===== src/rtl/bankwin_pkg.sv =====
package bankwin_pkg;

   typedef enum logic [1:0] {
      SZ_BYTE  = 2'd0,
      SZ_WORD  = 2'd1,
      SZ_DWORD = 2'd2,
      SZ_NONE  = 2'd3
   } acc_size_e;

   localparam int unsigned LANE_W = 8;
   localparam int unsigned WORD_W = 16;
   localparam int unsigned BUS_W  = 32;

endpackage


===== src/rtl/bankwin_decode.sv =====
module bankwin_decode
   import bankwin_pkg::*;
#(
   parameter int unsigned WIN_BITS  = 4,
   parameter int unsigned BANK_BITS = 2
) (
   input  logic [WIN_BITS-1:0]                       addr,
   input  acc_size_e                                 size,
   input  logic                                      wr,
   input  logic [BUS_W-1:0]                          wdata,
   output logic [WIN_BITS-2:0]                       idx_lo,
   output logic [WIN_BITS-2:0]                       idx_hi,
   output logic [(2**(WIN_BITS-1))-2:0][1:0]         wbe,
   output logic [(2**(WIN_BITS-1))-2:0][WORD_W-1:0]  wword,
   output logic                                      bsel_we,
   output logic [BANK_BITS-1:0]                      bsel_wd
);
   localparam int unsigned NUM_WORDS = 2 ** (WIN_BITS - 1);
   localparam int unsigned NUM_STORE = NUM_WORDS - 1;
   localparam int unsigned IDX_W     = WIN_BITS - 1;
   localparam logic [IDX_W-1:0] BSEL_IDX = IDX_W'(NUM_WORDS - 1);

   logic [1:0]        be_lo, be_hi;
   logic [WORD_W-1:0] d_lo, d_hi;
   logic              wide;

   always_comb begin
      idx_lo = addr[WIN_BITS-1:1];
      idx_hi = addr[WIN_BITS-1:1];
      be_lo  = 2'b00;
      be_hi  = 2'b00;
      d_lo   = wdata[WORD_W-1:0];
      d_hi   = wdata[BUS_W-1:WORD_W];
      wide   = 1'b0;
      case (size)
         SZ_BYTE: begin
            be_lo = addr[0] ? 2'b10 : 2'b01;
            d_lo  = {2{wdata[LANE_W-1:0]}};
         end
         SZ_WORD: begin
            be_lo = 2'b11;
         end
         SZ_DWORD: begin
            idx_lo = {addr[WIN_BITS-1:2], 1'b0};
            idx_hi = {addr[WIN_BITS-1:2], 1'b1};
            be_lo  = 2'b11;
            be_hi  = 2'b11;
            wide   = 1'b1;
         end
         default: ;
      endcase
   end

   always_comb begin
      for (int k = 0; k < NUM_STORE; k++) begin
         wbe[k]   = 2'b00;
         wword[k] = d_lo;
         if (wr && idx_lo == IDX_W'(k)) begin
            wbe[k] = be_lo;
         end
         if (wr && wide && idx_hi == IDX_W'(k)) begin
            wbe[k]   = be_hi;
            wword[k] = d_hi;
         end
      end
      bsel_we = 1'b0;
      bsel_wd = d_lo[BANK_BITS-1:0];
      if (wr && idx_lo == BSEL_IDX && be_lo[0]) begin
         bsel_we = 1'b1;
      end
      if (wr && wide && idx_hi == BSEL_IDX) begin
         bsel_we = 1'b1;
         bsel_wd = d_hi[BANK_BITS-1:0];
      end
   end

endmodule


===== src/rtl/bankwin_bsel.sv =====
module bankwin_bsel
   import bankwin_pkg::*;
#(
   parameter int unsigned      BANK_BITS = 2,
   parameter logic [LANE_W-1:0] ID_CODE  = 8'h33
) (
   input  logic                 clk,
   input  logic                 rst_n,
   input  logic                 we,
   input  logic [BANK_BITS-1:0] wd,
   output logic [BANK_BITS-1:0] bank,
   output logic [WORD_W-1:0]    rd_word
);
   localparam int unsigned PAD_W = LANE_W - BANK_BITS;

   always_ff @(posedge clk or negedge rst_n) begin
      if (!rst_n) begin
         bank <= '0;
      end else if (we) begin
         bank <= wd;
      end
   end

   generate
      if (PAD_W > 0) begin : g_pad
         assign rd_word = {ID_CODE, {PAD_W{1'b0}}, bank};
      end else begin : g_nopad
         assign rd_word = {ID_CODE, bank};
      end
   endgenerate

endmodule


===== src/rtl/bankwin_bank.sv =====
module bankwin_bank
   import bankwin_pkg::*;
#(
   parameter int unsigned        NUM_STORE = 7,
   parameter logic [NUM_STORE-1:0] RSV     = '0
) (
   input  logic                                 clk,
   input  logic                                 rst_n,
   input  logic                                 sel,
   input  logic [NUM_STORE-1:0][1:0]            wbe,
   input  logic [NUM_STORE-1:0][WORD_W-1:0]     wword,
   output logic [NUM_STORE-1:0][WORD_W-1:0]     rd
);

   generate
      for (genvar k = 0; k < NUM_STORE; k++) begin : g_word
         logic [WORD_W-1:0] q;
         logic              live;
         assign live = sel && !RSV[k];
         for (genvar b = 0; b < 2; b++) begin : g_lane
            always_ff @(posedge clk or negedge rst_n) begin
               if (!rst_n) begin
                  q[b*LANE_W +: LANE_W] <= '0;
               end else if (live && wbe[k][b]) begin
                  q[b*LANE_W +: LANE_W] <= wword[k][b*LANE_W +: LANE_W];
               end
            end
         end
         assign rd[k] = RSV[k] ? '0 : q;
      end
   endgenerate

endmodule


===== src/rtl/bankwin_regs.sv =====
module bankwin_regs
   import bankwin_pkg::*;
#(
   parameter int unsigned  WIN_BITS  = 4,
   parameter int unsigned  BANK_BITS = 2,
   parameter logic [7:0]   ID_CODE   = 8'h33,
   parameter logic [63:0]  RSV_MASK  = 64'h0000_0000_001F_C040
) (
   input  logic                 clk,
   input  logic                 rst_n,
   input  logic [WIN_BITS-1:0]  bus_addr,
   input  logic [1:0]           bus_size,
   input  logic                 bus_wr,
   input  logic [BUS_W-1:0]     bus_wdata,
   output logic [BUS_W-1:0]     bus_rdata
);
   localparam int unsigned NUM_WORDS = 2 ** (WIN_BITS - 1);
   localparam int unsigned NUM_STORE = NUM_WORDS - 1;
   localparam int unsigned NUM_BANKS = 2 ** BANK_BITS;
   localparam int unsigned IDX_W     = WIN_BITS - 1;

   generate
      if (WIN_BITS < 3 || WIN_BITS > 8) begin : g_bad_win
         $error("bankwin_regs: WIN_BITS out of range");
      end
      if (BANK_BITS < 1 || BANK_BITS > 8) begin : g_bad_bank
         $error("bankwin_regs: BANK_BITS out of range");
      end
      if (NUM_BANKS * NUM_STORE > 64) begin : g_bad_mask
         $error("bankwin_regs: reserved mask too narrow");
      end
   endgenerate

   acc_size_e size;
   assign size = acc_size_e'(bus_size);

   logic [IDX_W-1:0]                     idx_lo, idx_hi;
   logic [NUM_STORE-1:0][1:0]            wbe;
   logic [NUM_STORE-1:0][WORD_W-1:0]     wword;
   logic                                 bsel_we;
   logic [BANK_BITS-1:0]                 bsel_wd;
   logic [BANK_BITS-1:0]                 bank_q;
   logic [WORD_W-1:0]                    bsel_rd;

   bankwin_decode #(
      .WIN_BITS  (WIN_BITS),
      .BANK_BITS (BANK_BITS)
   ) u_decode (
      .addr    (bus_addr),
      .size    (size),
      .wr      (bus_wr),
      .wdata   (bus_wdata),
      .idx_lo  (idx_lo),
      .idx_hi  (idx_hi),
      .wbe     (wbe),
      .wword   (wword),
      .bsel_we (bsel_we),
      .bsel_wd (bsel_wd)
   );

   bankwin_bsel #(
      .BANK_BITS (BANK_BITS),
      .ID_CODE   (ID_CODE)
   ) u_bsel (
      .clk     (clk),
      .rst_n   (rst_n),
      .we      (bsel_we),
      .wd      (bsel_wd),
      .bank    (bank_q),
      .rd_word (bsel_rd)
   );

   logic [NUM_BANKS-1:0][NUM_STORE-1:0][WORD_W-1:0] bank_rd;

   generate
      for (genvar b = 0; b < NUM_BANKS; b++) begin : g_bank
         logic sel;
         assign sel = (bank_q == BANK_BITS'(b));
         bankwin_bank #(
            .NUM_STORE (NUM_STORE),
            .RSV       (RSV_MASK[b*NUM_STORE +: NUM_STORE])
         ) u_bank (
            .clk   (clk),
            .rst_n (rst_n),
            .sel   (sel),
            .wbe   (wbe),
            .wword (wword),
            .rd    (bank_rd[b])
         );
      end
   endgenerate

   logic [NUM_WORDS-1:0][WORD_W-1:0] word_rd;
   logic [WORD_W-1:0]                w_lo, w_hi;

   assign word_rd[NUM_STORE-1:0] = bank_rd[bank_q];
   assign word_rd[NUM_WORDS-1]   = bsel_rd;
   assign w_lo = word_rd[idx_lo];
   assign w_hi = word_rd[idx_hi];

   always_comb begin
      case (size)
         SZ_BYTE:  bus_rdata = {24'h0, bus_addr[0] ? w_lo[15:8] : w_lo[7:0]};
         SZ_WORD:  bus_rdata = {16'h0, w_lo};
         SZ_DWORD: bus_rdata = {w_hi, w_lo};
         default:  bus_rdata = '0;
      endcase
   end

endmodule


===== config.mk =====
export PLATFORM = sky130hd
export DESIGN_NAME = bankwin_regs
export DESIGN_NICKNAME = d
export VERILOG_FILES = /design/src/rtl/bankwin_pkg.sv /design/src/rtl/bankwin_decode.sv /design/src/rtl/bankwin_bsel.sv /design/src/rtl/bankwin_bank.sv /design/src/rtl/bankwin_regs.sv
export SDC_FILE = /design/constraint.sdc
export NUM_CORES = 1
export LEC_CHECK = 0
export BUFFER_PORTS_ARGS = -buffer_cell sky130_fd_sc_hd__buf_2
export CAP_MARGIN = 15
export CELL_PAD_IN_SITES_DETAIL_PLACEMENT = 2
export CELL_PAD_IN_SITES_GLOBAL_PLACEMENT = 2
export CORE_MARGIN = 5
export CORE_UTILIZATION = 40
export CTS_CLUSTER_SIZE = 24
export DETAILED_ROUTE_END_ITERATION = 12
export GPL_TIMING_DRIVEN = 0
export PLACE_DENSITY_LB_ADDON = 0.25
export SYNTH_ARGS = -nofsm -noshare
export SYNTH_HDL_FRONTEND = slang
export SYNTH_HIERARCHICAL = 1
export SYNTH_SLANG_ARGS = --single-unit

===== constraint.sdc =====
create_clock -name clk -period 4.8 [get_ports clk]
set_input_delay 0.72 -clock clk [delete_from_list [all_inputs] [get_ports clk]]
set_output_delay 0.72 -clock clk [all_outputs]
set_load 0.05 [all_outputs]

# [After elaboration in Yosys (flattened, before gate mapping)]
# Cells that the tools add are included.
# W data, S select, Z words.
[op_classes] n_reduce_logical=63 eq_ne=18 mux=39 n_lt_le_gt_ge=3
[ops] cell="$bmux W112 S2" n=1
[ops] cell="$mux W16" n=10
[ops] cell="$mux W112" n=1
[ops] cell="$bmux W16 S3" n=2
[ops] cell="$pmux W32 S3" n=1
[ops] cell="$logic_and A1 B1 Y1" n=58
[ops] cell="$mux W2" n=17
[ops] cell="$eq A3 B3 Y1 const B" n=8
[ops] cell="$eq A3 B2 Y1 const B" n=4
[ops] cell="$lt A3 B4 Y1 const B" n=2
[ops] cell="$mux W8" n=1
[ops] cell="$eq A3 B1 Y1 const B" n=2
[ops] cell="$logic_not A3 Y1" n=2
[ops] cell="$mux W1" n=5
[ops] cell="$eq A2 B1 Y1 const B" n=2
[ops] cell="$eq A2 B2 Y1 const B" n=2
[ops] cell="$logic_not A2 Y1" n=2
[ops] cell="$pmux W2 S2" n=1
[ops] cell="$lt A2 B3 Y1 const B" n=1
[ops] cell="$reduce_or A2 Y1" n=1
[word_totals] register_bits=322 word_cells=164 output_inout_bits=32 inputBits=41

# [Longest topological paths before layout]
# Gate-level depths: netlist of run 1.
[depth] ltp_word=7 depth_mapped=13

# [Cells and area by module]
# The synthesis of run 1 kept the hierarchy.
[modules_own_cells] mod="bankwin_bank at g_bank[1].u_bank ..." cells_each=240 instances=2 seq_area_each_um2=2802.7 area_each_um2=4160.2
[modules_own_cells] mod="bankwin_regs" cells_each=500 instances=1 seq_area_each_um2=0.0 area_each_um2=5667.9
[modules_own_cells] mod="bankwin_bank at g_bank[0].u_bank" cells_each=222 instances=1 seq_area_each_um2=2402.3 area_each_um2=3684.8
[modules_own_cells] mod="bankwin_decode" cells_each=175 instances=1 seq_area_each_um2=0.0 area_each_um2=1529.0
[modules_own_cells] mod="bankwin_bank at g_bank[2].u_bank" cells_each=113 instances=1 seq_area_each_um2=0.0 area_each_um2=844.6
[modules_own_cells] mod="bankwin_bsel" cells_each=22 instances=1 seq_area_each_um2=50.0 area_each_um2=200.2

# [Worst setup path after synthesis of run 1]
# Ideal clock, no wire load.
[synth_timing] kind="input -> output" from="input port bus_size[0]" to="output port bus_rdata[5]" path_stages=11 t_required_ns=4.080 arrival_ns=4.045 slack_ns=0.035 path_buffers=4 path_cell_list="inv_1 ha_1 buf_2 nor2b_1 clkbuf_1 buf_2 buf_2 mux4_2 o22a_1 nor2_1 o41ai_1"
[synth_between] elab_chain_cells=6 word_cells_on_any_way=8 classes_between="2 x eq/ne; 5 x mux; 1 x reduce/logical"
[synth_rtl] item="start, declared" line_no="bankwin_regs.sv:12" text="input logic [1:0] bus_size,"
[synth_rtl] item="$eq A2 B2 Y1 *" line_no="bankwin_decode.sv:35" text="case (size)"
[synth_rtl] item="$mux W1 *" line_no="bankwin_decode.sv:35"
[synth_rtl] item="net idx_lo[0]" line_no="bankwin_regs.sv:37" text="logic [IDX_W-1:0] idx_lo, idx_hi;"
[synth_rtl] item="$bmux W16 S3 *" line_no="bankwin_regs.sv:98" text="assign w_lo = word_rd[idx_lo];"
[synth_rtl] item="$mux W16 (not written as such) *" line_no="bankwin_regs.sv:98"
[synth_rtl] item="$mux W8" line_no="bankwin_regs.sv:103" text="SZ_BYTE: bus_rdata = {24'h0, bus_addr[0] ? w_lo[15:8] : w_lo[7:0]};"
[synth_rtl] item="$pmux W32 S3 *" line_no="bankwin_regs.sv:102" text="case (size)"
[synth_rtl] item="end, declared" line_no="bankwin_regs.sv:15" text="output logic [BUS_W-1:0] bus_rdata"
# The timed path passes the listed nets; every way through them passes the cells marked *. The select of a mux whose other input is x is not followed.

# [Worst setup path in the final report of run 1]
[layout_timing] from="register u_bsel.bank[1]" to="output port bus_rdata[0]"
[layout_between] elab_chain_cells=6
[layout_rtl] item="start, declared" line_no="bankwin_bsel.sv:11" text="output logic [BANK_BITS-1:0] bank,"
[layout_rtl] item="start signal, assigned" line_no="bankwin_bsel.sv:20" text="bank <= wd;"
[layout_rtl] item="$bmux W112 S2 *" line_no="bankwin_regs.sv:96" text="assign word_rd[NUM_STORE-1:0] = bank_rd[bank_q];"
[layout_rtl] item="$mux W112 (not written as such) *" line_no="bankwin_regs.sv:96"
[layout_rtl] item="$bmux W16 S3 *" line_no="bankwin_regs.sv:98"
[layout_rtl] item="$mux W16 (not written as such) *" line_no="bankwin_regs.sv:98"
[layout_rtl] item="$mux W8" line_no="bankwin_regs.sv:103"
[layout_rtl] item="$pmux W32 S3 *" line_no="bankwin_regs.sv:102"
# Every way passes the cells marked *; elsewhere a longest branch is shown, timed or not. The select of a mux whose other input is x is not followed.

==> impl_metrics.csv, run 1 <==
group,metric,value,unit
pwr,p_leak,10.8,nW
routing,drc_errors,0,
setup_path,crit_path_end_kind,"output pin",
global_route,grtUsageMet2,0.436,
sta,fin_skew,0.0111,ns
finish,diodes,0,
routing,drt_first_iter_violations,1024,
die,dieArea,55200,µm²
global_route,track_usage,0.278,
min_path,whs_path_depth,2,
routing,wl_per_cell,31.8,µm
finish,fin_nets,1801,
sta,fin_setup_tns,0,ns
finish,drive_gt1_frac,0.542,
routing,wirelength,78200,µm
die,rows,82,
sta,hold_viol,0,
finish,stdcell_count,2459,
global_route,antenna_found_initial,6,
global_route,top_usage_layer,"met2",
clock_tree,cts.sinks,322,
sta,worst_slew_margin_rel,0.192,
finish,area_growth,15.6,%
clock_tree,insertion_delay,0.57,ns
die,fp.coreArea,50100,µm²
min_path,holdCritPathClass,"in2reg",
global_route,overflow,0,
pwr,seq_power_share,0.340,
setup_path,critPathMostFrequentCell,"buf_2",
global_route,grt_pass1_wl,113000,µm
global_route,grt_pass1_vias,15900,
placement,dpl.cell_count,2387,
setup_path,path_class,"reg2out",
synthesis,yosysWarnings,6,
setup_path,r2r_setup_slack,1.62,ns
routing,vias_per_cell,5.80,
die,num_io_pins,73,
die,dieHeight,235,µm
setup_path,path_cells,"buf_2 -> buf_2 -> buf_2 -> mux4_2 -> mux2_2 -> o211ai_1 -> o21ai_1 -> buf_2",
sta,fin_crit_sh,0.992,
clock_tree,cts_tree,"built",
min_path,hold_path_startpoint,"bus_wdata[0]",
sta,whs,0.421,ns
min_path,hold-path-endpoint,"g_bank[3].u_bank/rd[96]$_DFFE_PN0P_",
pwr,power.density,486,nW/µm²
placement,dp_hpwl,57100,µm
setup_path,max_stage_delay,0.62,ns
sta,rsz0062_at_grt,"no",
die,die_w,235,µm
sta,setup_viol,0,
setup_path,r2r-end,"g_bank[3].u_bank/rd[60]$_DFFE_PN0P_",
synthesis,postSynthAreaPerCell,13.4,µm²
pwr,p_switching,4.00,mW
setup_path,r2r-start,"u_bsel/bank[0]$_DFFE_PN0P_",
global_route,gr-usage-met1,0.375,
pwr,p_sw_frac,0.352,
global_route,grt_max_degree,107,
outcome,status,"complete, no violations",
setup_path,rr_worst_depth,9,
job,max_cap_viol_count,0,
routing,vias,14300,
routing,dr.pass1.iters,6,
routing,postRouteAntennaNets,0,
pwr,p_comb_frac,0.379,
pwr,intPower,7.38,mW
sta,drv_slew,0,
placement,placed_cell_area,22000,µm²
pwr,peakVddDrop,0.260,mV
sta,fmaxAchievable,210,MHz
synthesis,synthCells,1511,
sta,period_needed,4.76,ns
clock_tree,htreeDepth,2,
placement,place_congestion,0.883,
pwr,p_clk_frac,0.280,
global_route,use_met3,0.0701,
clock_tree,post_cts_buffers,0,
die,start_util,0.404,
placement,port_buffers,63,
setup_path,critPathArrivalTime,4.04,ns
setup_path,crit_path_start_kind,"register",
sta,tightest_slew,1.18,ns
finish,finalInstanceArea,23400,µm²
clock_tree,clockBufferDepth,3,
synthesis,synth_area,20200,µm²
clock_tree,cts_root_buf,"clkbuf_16",
clock_tree,path_clk_slew,0.05,ns
setup_path,path_max_fanout,10,
clock_tree,cts_buffers,41,
setup_path,cp_slowest_cell,"o211ai_1",
setup_path,cp.required,4.08,ns
==> state kept, by name (all words and copies together), names as in the netlist <==
register,cells
g_bank.u_bank/rd,320
u_bsel/bank,2
==> metal layers <==
layer / vias to the layer above / share of wire
met5: - / 0.00017
met4: 2 / 0.041
met3: 146 / 0.078
li1: 5872 / -
met1: 7695 / 0.43
met2: 552 / 0.46
==> layout by cell type, fill, tap and decap left out, types with 10 or more instances in the layout <==
cell type  instances
dfrtp_1          322
a22oi_1           16
inv_1             22
a21oi_1           17
buf_6             12
nand2_2           30
nand2_1           35
o21ai_0           16
buf_4            166
nor2_1            21
mux2_4            10
mux4_2           145
clkbuf_1          62
mux2i_1           35
clkbuf_16         41
mux2_2           422
conb_1           142
o22ai_1           23
buf_2             87
==> how the worst max path moves through the flow <==
stage                                from                             endpoint  cells after the start
6_report       u_bsel/bank[1]$_DFFE_PN0P_                         bus_rdata[0]                      8
5_1_grt                       bus_size[0]                         bus_rdata[7]                     13
4_1_cts                       bus_size[0]                         bus_rdata[4]                     14
3_5_place_dp                  bus_size[0]                         bus_rdata[7]                     14
3_3_place_gp                        rst_n  g_bank[1].u_bank/rd[75]$_DFFE_PN0P_                      1
2_1_floorplan                 bus_size[0]                         bus_rdata[5]                     11
==> layout make-up <==
type | count | area, µm²
Multi-Input combinational cell | 1022 | 10800
Buffer | 266 | 1790
Inverter | 37 | 139
Clock buffer | 58 | 1180
Timing Repair Buffer | 67 | 418
Clock inverter | 15 | 186
Fill cell | 4985 | 26700
Tap cell | 672 | 841
Sequential cell | 322 | 8060
==> what timing repair did <==
action	4_1_cts	5_1_grt
gates resized for setup	8	0
hold endpoints to repair	18	0
hold buffers	1	0
setup endpoints to repair	20	7
pin swaps	0	0
==> worst max-delay path: cells and delay by family, from the launching register on <==
kind / cells / cell delay (ns)
AOI/OAI and AO/OA: 2 / 0.84
buffers and inverters: 4 / 1.48
DFF: 1 / 0.43
muxes: 2 / 0.71
==> power groups by stage <==
stage	combinational [mW]	clock (mW)	sequential [mW]
3_5_place_dp	4.21	0	3.90
3_3_place_gp	4.09	0	3.82
6_report	4.32	3.19	3.87
2_1_floorplan	2.93	0	3.71
5_1_grt	4.50	3.37	3.95
4_1_cts	4.25	3.26	3.87
==> per-stage QoR <==
step / utilization / setup slack, ns / total power [mW]
2_1_floorplan: - / 0.0353 / 6.64
3_3_place_gp: 0.438 / -3.32 / 7.91
3_5_place_dp: 0.440 / -0.925 / 8.11
4_1_cts: 0.467 / 0.0466 / 11.4
5_1_grt: 0.467 / 0.0579 / 11.8
6_report: 0.467 / 0.0374 / 11.4
Note: power is estimated with default switching activity, not from simulation.
==> run 2: changes to the inputs <==
- GPL_TIMING_DRIVEN: 0 -> unset
==> run 2 against run 1 <==
Critical path type unchanged. Sequential share of layout area is 2.3 points higher. Hold slack got worse by 0.25 ns. Utilization fell by 2.9 points.
==> impl_metrics.csv, run 2 (synthesis gave the netlist of run 1 again) <==
group,metric,value,unit
die,dieArea,55200,µm²
placement,place_congestion,0.826,
finish,fillers,4970,
global_route,track_usage,0.237,
pwr,p_leak,9.80,nW
die,die_w,235,µm
die,fp.coreArea,50100,µm²
placement,dp_hpwl,47100,µm
routing,vias_per_cell,5.74,
routing,drc_errors,0,
die,num_io_pins,73,
setup_path,r2r_setup_slack,1.43,ns
sta,worst_slew_margin_rel,0.226,
routing,wirelength,66600,µm
sta,fin_crit_sh,0.918,
placement,placed_cell_area,20600,µm²
clock_tree,post_cts_buffers,0,
finish,largest_reg_flops,320,
finish,final_common_cell,"mux2_2",
finish,mostFrequentLayoutCells,"mux2_2, dfrtp_1, mux4_2, conb_1, buf_2",
min_path,holdCritPathClass,"in2async",
sta,hold_viol,0,
global_route,grt_max_degree,118,
global_route,grt_pass1_wl,98700,µm
clock_tree,cts_root_buf,"clkbuf_16",
global_route,antenna_found_initial,9,
setup_path,crit_path_start_kind,"register",
sta,setup_viol,0,
outcome,status,"complete, no violations",
sta,drv_slew,0,
clock_tree,clockBufferDepth,3,
global_route,grt_pass1_vias,14400,
die,start_util,0.404,
sta,fin_setup_tns,0,ns
routing,dr.pass1.iters,4,
die,rows,82,
setup_path,path_max_fanout,51,
setup_path,critPathArrivalTime,3.68,ns
finish,area_growth,8.35,%
sta,tightest_slew,1.15,ns
die,dieHeight,235,µm
sta,fmaxAchievable,227,MHz
pwr,power.density,500,nW/µm²
pwr,peakVddDrop,0.249,mV
setup_path,crit_path_end_kind,"output pin",
setup_path,path_class,"reg2out",
sta,fin_skew,0.0249,ns
job,max_cap_viol_count,0,
placement,port_buffers,72,
clock_tree,path_clk_slew,0.06,ns
clock_tree,cts.sinks,322,
finish,drive_gt1_frac,0.514,
sta,rsz0062_at_grt,"no",
setup_path,cp.required,4.08,ns
routing,wl_per_cell,29.8,µm
finish,multiInputGateArea,10800,µm²
global_route,overflow,0,
sta,period_needed,4.40,ns
finish,finalInstanceArea,21900,µm²
routing,drt_first_iter_violations,880,
finish,diodes,0,
clock_tree,cts_buffers,41,
clock_tree,ctsResizeCount,0,
finish,fin_nets,1577,
clock_tree,htreeDepth,2,
routing,postRouteAntennaNets,0,
clock_tree,cts_tree,"built",
clock_tree,ctsHoldBuffers,0,
routing,vias,12800,
clock_tree,insertion_delay,0.58,ns
finish,seq_area,8070,µm²
[run 2: cell types whose count changed in the layout (fill, tap and decap cells not counted), sizes merged]
cell         change
buf            -166
clkbuf          -57
clkinv           +1
dlygate4sd3      -1
inv              -2
[run 2: worst max-delay path, cell delays in order (launching register included)]
cell and delay, ns:
dfrtp_4 1.02, buf_4 0.43, mux4_1 0.49, or4_1 0.45, o21ai_0 0.12, or3_1 0.25, nor2_1 0.06, buf_2 0.26
[run 2: where the power goes]
| group | internal [mW] | switching [mW] | total, mW |
|---|---|---|---|
| Sequential | 3.44 | 0.538 | 3.98 |
| Clock | 1.93 | 1.26 | 3.19 |
| Combinational | 1.88 | 1.92 | 3.79 |
| Total | 7.24 | 3.72 | 11.0 |
[run 2: cell type report]
type,count,share of cell area
multi-input combinational,1022,0.492
sequential,322,0.368
clock buffer,58,0.0539
tap,672,0.0383
timing repair buffer,109,0.0337
clock inverter,14,0.00810
inverter,37,0.00633
[run 2: worst paths after layout]
kind                                                startpoint                                   to  depth (start not counted)
setup / recovery                    u_bsel/bank[1]$_DFFE_PN0P_                        bus_rdata[14]                          7
setup reg to reg                    u_bsel/bank[1]$_DFFE_PN0P_  g_bank[3].u_bank/rd[71]$_DFFE_PN0P_                          4
min in group clk           g_bank[3].u_bank/rd[94]$_DFFE_PN0P_  g_bank[3].u_bank/rd[94]$_DFFE_PN0P_                          1
max in group asynchronous                                rst_n  g_bank[1].u_bank/rd[51]$_DFFE_PN0P_                          2
hold / removal                                           rst_n  g_bank[1].u_bank/rd[71]$_DFFE_PN0P_                          1
hold reg to reg            g_bank[3].u_bank/rd[94]$_DFFE_PN0P_  g_bank[3].u_bank/rd[94]$_DFFE_PN0P_                          1
[run 2: per-layer routing]
metal	wire length [µm]	part of all wire	vias to the layer above	GRT usage
met5	41	0.00062	-	0
met4	1650	0.025	6	0.0572
met3	3750	0.056	97	0.0553
met2	31000	0.47	297	0.377
met1	30100	0.45	6984	0.332
li1	-	-	5443	-
[run 2: per-stage QoR]
step                hold slack (ns)  total power [mW]  worst slack (ns)  instances   util
global route                  0.248              11.5             0.227       2234  0.438
finish                        0.167              11.0             0.395       2234  0.438
global placement              0.479              7.59             0.681       2162  0.411
floorplan                     0.424              6.64            0.0353       1649      -
CTS                           0.243              11.0             0.333       2234  0.438
detailed placement            0.489              7.78             0.651       2162  0.411
